==> src/rtl/supv_pkg.sv <==
package supv_pkg;
  typedef enum logic [1:0] {
    WDT_SHORT = 2'b00,
    WDT_MID   = 2'b01,
    WDT_LONG  = 2'b10,
    WDT_OFF   = 2'b11
  } wdt_sel_e;

  function automatic int unsigned max3(int unsigned a, int unsigned b, int unsigned c);
    int unsigned m;
    m = (a > b) ? a : b;
    return (m > c) ? m : c;
  endfunction
endpackage

==> src/rtl/wdi_edge_sync.sv <==
module wdi_edge_sync #(
  parameter int unsigned SYNC_STAGES = 2
) (
  input  logic clk,
  input  logic pwr_on_n,
  input  logic pin_in,
  output logic fall_pulse
);
  localparam int unsigned DEPTH = SYNC_STAGES + 1;

  logic [DEPTH-1:0] shreg;

  always_ff @(posedge clk or negedge pwr_on_n) begin
    if (!pwr_on_n) shreg <= '1;
    else           shreg <= {shreg[DEPTH-2:0], pin_in};
  end

  // older sample high, newer sample low: a falling edge past the synchroniser
  assign fall_pulse = shreg[DEPTH-1] & ~shreg[DEPTH-2];
endmodule

==> src/rtl/wdt_counter.sv <==
module wdt_counter
  import supv_pkg::*;
#(
  parameter int unsigned WDT_T0 = 8,
  parameter int unsigned WDT_T1 = 12,
  parameter int unsigned WDT_T2 = 16,
  parameter int unsigned CNT_W  = 5
) (
  input  logic             clk,
  input  logic             pwr_on_n,
  input  logic             hold,
  input  logic             kick,
  input  wdt_sel_e         sel,
  output logic [CNT_W-1:0] cnt,
  output logic             expire
);
  logic [CNT_W-1:0] limit;
  logic             enabled;

  always_comb begin
    enabled = 1'b1;
    unique case (sel)
      WDT_SHORT: limit = CNT_W'(WDT_T0);
      WDT_MID:   limit = CNT_W'(WDT_T1);
      WDT_LONG:  limit = CNT_W'(WDT_T2);
      default: begin
        limit   = '0;
        enabled = 1'b0;
      end
    endcase
  end

  // >= keeps a shortened select from letting the count run past its limit
  assign expire = enabled && !hold && !kick && (cnt >= (limit - 1'b1));

  always_ff @(posedge clk or negedge pwr_on_n) begin
    if (!pwr_on_n)                       cnt <= '0;
    else if (hold || kick || !enabled)   cnt <= '0;
    else if (expire)                     cnt <= '0;
    else                                 cnt <= cnt + 1'b1;
  end
endmodule

==> src/rtl/reset_stretch.sv <==
module reset_stretch #(
  parameter int unsigned HOLD_CYC = 6,
  parameter int unsigned HOLD_W   = 3
) (
  input  logic              clk,
  input  logic              pwr_on_n,
  input  logic              trig,
  output logic              rst_q,
  output logic [HOLD_W-1:0] hold_cnt
);
  always_ff @(posedge clk or negedge pwr_on_n) begin
    if (!pwr_on_n) begin
      rst_q    <= 1'b1;
      hold_cnt <= '0;
    end else if (trig) begin
      rst_q    <= 1'b1;
      hold_cnt <= '0;
    end else if (rst_q) begin
      if (hold_cnt == HOLD_W'(HOLD_CYC - 1)) begin
        rst_q    <= 1'b0;
        hold_cnt <= '0;
      end else begin
        hold_cnt <= hold_cnt + 1'b1;
      end
    end
  end
endmodule

==> src/rtl/supv_reset_gen.sv <==
module supv_reset_gen
  import supv_pkg::*;
#(
  parameter int unsigned HOLD_CYC    = 6,
  parameter int unsigned WDT_T0      = 8,
  parameter int unsigned WDT_T1      = 12,
  parameter int unsigned WDT_T2      = 16,
  parameter int unsigned SYNC_STAGES = 2
) (
  input  logic       clk,
  input  logic       pwr_on_n,
  input  logic       low_vdd,
  input  logic       cs_wdi,
  input  logic [1:0] wdt_sel,
  output logic       sys_rst,
  output logic       sys_rst_n
);
  localparam int unsigned T_MAX  = max3(WDT_T0, WDT_T1, WDT_T2);
  localparam int unsigned CNT_W  = $clog2(T_MAX + 1);
  localparam int unsigned HOLD_W = (HOLD_CYC > 2) ? $clog2(HOLD_CYC) : 1;

  logic              kick;
  logic              expire;
  logic              rst_q;
  logic [CNT_W-1:0]  wdt_cnt;
  logic [HOLD_W-1:0] hold_cnt;

  wdi_edge_sync #(.SYNC_STAGES(SYNC_STAGES)) u_sync (
    .clk        (clk),
    .pwr_on_n   (pwr_on_n),
    .pin_in     (cs_wdi),
    .fall_pulse (kick)
  );

  wdt_counter #(
    .WDT_T0 (WDT_T0),
    .WDT_T1 (WDT_T1),
    .WDT_T2 (WDT_T2),
    .CNT_W  (CNT_W)
  ) u_wdt (
    .clk      (clk),
    .pwr_on_n (pwr_on_n),
    .hold     (rst_q),
    .kick     (kick),
    .sel      (wdt_sel_e'(wdt_sel)),
    .cnt      (wdt_cnt),
    .expire   (expire)
  );

  reset_stretch #(.HOLD_CYC(HOLD_CYC), .HOLD_W(HOLD_W)) u_stretch (
    .clk      (clk),
    .pwr_on_n (pwr_on_n),
    .trig     (low_vdd | expire),
    .rst_q    (rst_q),
    .hold_cnt (hold_cnt)
  );

  assign sys_rst   = rst_q;
  assign sys_rst_n = ~rst_q;
endmodule

==> config.mk <==
export PLATFORM = sky130hd
export DESIGN_NAME = supv_reset_gen
export DESIGN_NICKNAME = d
export VERILOG_FILES = /design/src/rtl/supv_pkg.sv /design/src/rtl/wdi_edge_sync.sv /design/src/rtl/wdt_counter.sv /design/src/rtl/reset_stretch.sv /design/src/rtl/supv_reset_gen.sv
export SDC_FILE = /design/constraint.sdc
export NUM_CORES = 1
export LEC_CHECK = 0
export BUFFER_PORTS_ARGS = -buffer_cell sky130_fd_sc_hd__buf_2
export CAP_MARGIN = 20
export CELL_PAD_IN_SITES_DETAIL_PLACEMENT = 0
export CELL_PAD_IN_SITES_GLOBAL_PLACEMENT = 2
export CORE_UTILIZATION = 37
export CTS_CLUSTER_DIAMETER = 100
export DETAILED_ROUTE_END_ITERATION = 10
export GPL_TIMING_DRIVEN = 0
export PLACE_DENSITY_LB_ADDON = 0.1
export SLEW_MARGIN = 20
export SYNTH_ARGS = -nofsm -noshare
export SYNTH_HDL_FRONTEND = slang
export SYNTH_SLANG_ARGS = --single-unit
==> constraint.sdc <==
create_clock -name clk -period 4.8 [get_ports clk]
set_clock_uncertainty 0.1 [all_clocks]
set_input_delay 0.96 -clock clk [delete_from_list [all_inputs] [get_ports clk]]
set_output_delay 0.96 -clock clk [all_outputs]
set_load 0.02 [all_outputs]
==> summary.md <==
| Metric | Value |
|---|---|
| Status | `completed` |
| TritonCTS buffer count | `3` |
| TritonCTS clock tree | `built` |
| Die footprint | `around 1700 um2` |
| Cells after Synth | `50` |
| Final Worst Setup Slack | `between 2 and 3 ns` |
| Port Buffer Count | `7` |
| Max frequency | `around 450 MHz` |
| Cts repair resizes | `0` |
| Crit path kind | `flip-flop to output port` |
| CTS sink cnt | `12` |
| Post-route ant nets | `0` |
| Worst skew pair latency | `roughly 0.27 ns` |
| Synthesized area | `584 um2` |
| Utilization after layout | `between 40% and 50%` |
| Min-delay src | `u_sync.shreg[0]$_DFF_PN1_` |
| Worst vdd ir | `roughly 0.18 mV` |
| Critical Path Sink Type | `output port` |
| Vias in the first global route | `around 470` |
| Vias per cell | `around 5.5` |
| Most common cell in the netlist | `dfrtp_1` |
| Final instance area | `674 um2` |
| Placer Congestion | `about 0.67` |
| Gr ovfl total | `0` |
| Main synth FF type | `dfrtp_1` |
| Num rows | `13` |
| Placed cells | `approximately 70` |
| Worst EP required | `between 3 and 4 ns` |
| Hold depth | `0` |
| Initial antenna violation count | `0` |
| Synthesized flop and latch total | `12` |
| Cells on worst reg2reg path | `4` |
| Period minus WS final | `roughly 2.2 ns` |
| Final Slew Violations | `0` |
| Area Growth Syn to Fin | `15.4%` |
| # DRC | `0` |
| Largest cells by area after synthesis | `dfrtp_1 (34%), dfstp_2 (18%), ha_1 (8.6%), a211oi_2 (4.3%), nor3_1 (4.3%)` |
| Initial core utilization | `between 40 and 50%` |
| Clk slew on worst S/H paths | `~0.080 ns` |
| Die height | `between 40 and 50 um` |
| IO Count | `8` |
| Avg Cell Area, Syn | `roughly 12 um2` |
| Syn Nets | `60` |
| Power Dens Cells | `301 nW/um2` |
| WL/cell | `14.5 um` |
| Detailed Route WL | `around 1100 um` |
| DR vias | `between 400 and 500` |
| Slew @ Worst Pin | `0.421 ns` |
| Nets | `72` |
| First-pass DRT Iterations | `4` |
| Crit path max fanout | `7` |
| Pleak | `approximately 0.30 nW` |
| Setup violators final | `0` |
| CP Launch Type | `flip-flop` |
| Post-synth top area cell | `dfrtp_1` |
| FF-to-FF Start | `u_wdt.cnt[2]$_DFF_PN0_` |
| Layout cells sized above 1 | `between 30% and 40%` |
| HPWL after DPL | `about 860 um` |
| Min-Delay Endpoint | `u_sync.shreg[1]$_DFF_PN1_` |
| Max Cap Viol | `0` |
| Sequential share of the synthesized area | `roughly 52%` |
| First-pass GRT wire length | `about 2000 um` |
| Placed Area | `~640 um2` |
| RSZ-0062 raised after global routing | `false` |
| H-tree levels | `1` |
| CTS Buffer Depth | `2` |
| First DRT Iteration DRCs | `10` |
| Dpl ws | `roughly 2.3 ns` |
| Number of synthesized flops with an enable pin | `0` |
| Post-CTS Repair Setup Buffers | `0` |
| GRT Util Overall | `between 15 and 20%` |
| Setup TNS | `0 ns` |
| Ys async rst share | `between 90% and 100%` |
| Core Area | `around 1400 um2` |
| Critical R2R Capture | `u_stretch.rst_q$_DFF_PN1_` |
| Fin crit share | `about 46%` |
| Root buf cell | `clkbuf_4` |
| Finished Layout Cells | `76` |
| Synth top area share | `between 30% and 40%` |
| Largest net degree at the start of global routing | `13` |
| Die W | `41.7 um` |
| Relative slew slack | `between 70% and 80%` |
| Inserted Diodes | `0` |
| Post-synth cell types | `23` |
| Synth top cells by count | `dfrtp_1 (8), nor3_1 (5), dfstp_2 (4), ha_1 (4), nand2_1 (3)` |
| # hold bufs at CTS | `0` |
| Yosys warning total | `0` |
| Worst min-delay path class | `flip-flop to flip-flop` |
| Reg2reg setup slack | `3.13 ns` |
| Final hold vios | `0` |
| Critical Path AT | `approximately 1.2 ns` |
## worst max-delay path by stage
stage	startpoint	end	cells past startpoint
2_1_floorplan	wdt_sel[0]	u_stretch.rst_q$_DFF_PN1_	5
4_1_cts	u_stretch.rst_q$_DFF_PN1_	sys_rst_n	3
6_report	u_stretch.rst_q$_DFF_PN1_	sys_rst_n	3
3_3_place_gp	wdt_sel[0]	u_stretch.rst_q$_DFF_PN1_	6
3_5_place_dp	wdt_sel[0]	u_stretch.rst_q$_DFF_PN1_	6
5_1_grt	u_stretch.rst_q$_DFF_PN1_	sys_rst_n	3
## registers in the layout, summed over array words and instances (netlist names)
register and flops:
u_stretch.rst_q 1, u_stretch.hold_cnt 3, u_wdt.cnt 5, u_sync.shreg 3
## area by class of cell
type | count | area, um2
Fill cell | 122 | 708
Clock buffer | 4 | 36.3
Timing Repair Buffer | 7 | 35.0
Tap cell | 15 | 18.8
Buffer | 1 | 5.00
Multi-Input combinational cell | 35 | 267
Sequential cell | 12 | 305
Inverter | 2 | 7.51
## routing by layer
| metal | global-route usage, % | vias up | wire, um |
|---|---|---|---|
| met2 | 27.2 | 11 | 585 |
| met5 | 0 | - | 0 |
| met3 | 5.22 | 0 | 50 |
| li1 | - | 203 | - |
| met1 | 16.6 | 207 | 464 |
| met4 | 7.74 | 0 | 0 |
## cells by family (layout without fill, tap and decap cells)
| logic type | Yosys count | after routing | synth area share (%) |
|---|---|---|---|
| flops | 12 | 12 | 52.2 |
| simple gates | 16 | 16 | 14.1 |
| mux | 1 | 1 | 1.71 |
| buf+inv | 3 | 14 | 2.14 |
| xor+xnor | 4 | 4 | 6.00 |
| fa+ha+maj | 4 | 4 | 8.57 |
| compound gates | 10 | 10 | 15.2 |
## cells in the final DEF (no fill, tap or decap), drive strengths merged
cell type  instances
nand2              3
xnor2              2
nand3b             1
nand3              2
a211oi             4
mux2i              1
clkbuf             4
ha                 4
buf                8
a221oi             1
o21ai              1
a221o              1
xor2               2
inv                2
a21oi              1
a211o              1
dfrtp              8
nor3               5
nor2               2
dfstp              4
nand4b             1
o211ai             1
nor2b              2
## report_power, final
| group | leakage [nW] | switching [mW] | total, mW | internal, mW |
|---|---|---|---|---|
| Clock | 0.0210 | 0.0321 | 0.0781 | 0.0460 |
| Combinational | 0.128 | 0.00883 | 0.0157 | 0.00685 |
| Sequential | 0.151 | 0.00293 | 0.109 | 0.106 |
## through the flow
| step | total power [mW] | hold slack (ns) |
|---|---|---|
| CTS | 0.205 | 0.261 |
| global placement | 0.125 | 0.250 |
| finish | 0.203 | 0.260 |
| detailed placement | 0.127 | 0.248 |
| global route | 0.214 | 0.269 |
| floorplan | 0.119 | 0.245 |
## worst max-delay path, stage by stage (launching register included)
cell,delay (ns)
dfstp_2,0.53
buf_2,0.18
inv_1,0.05
buf_2,0.15
No activity file was read; power rests on OpenSTA's default activity.
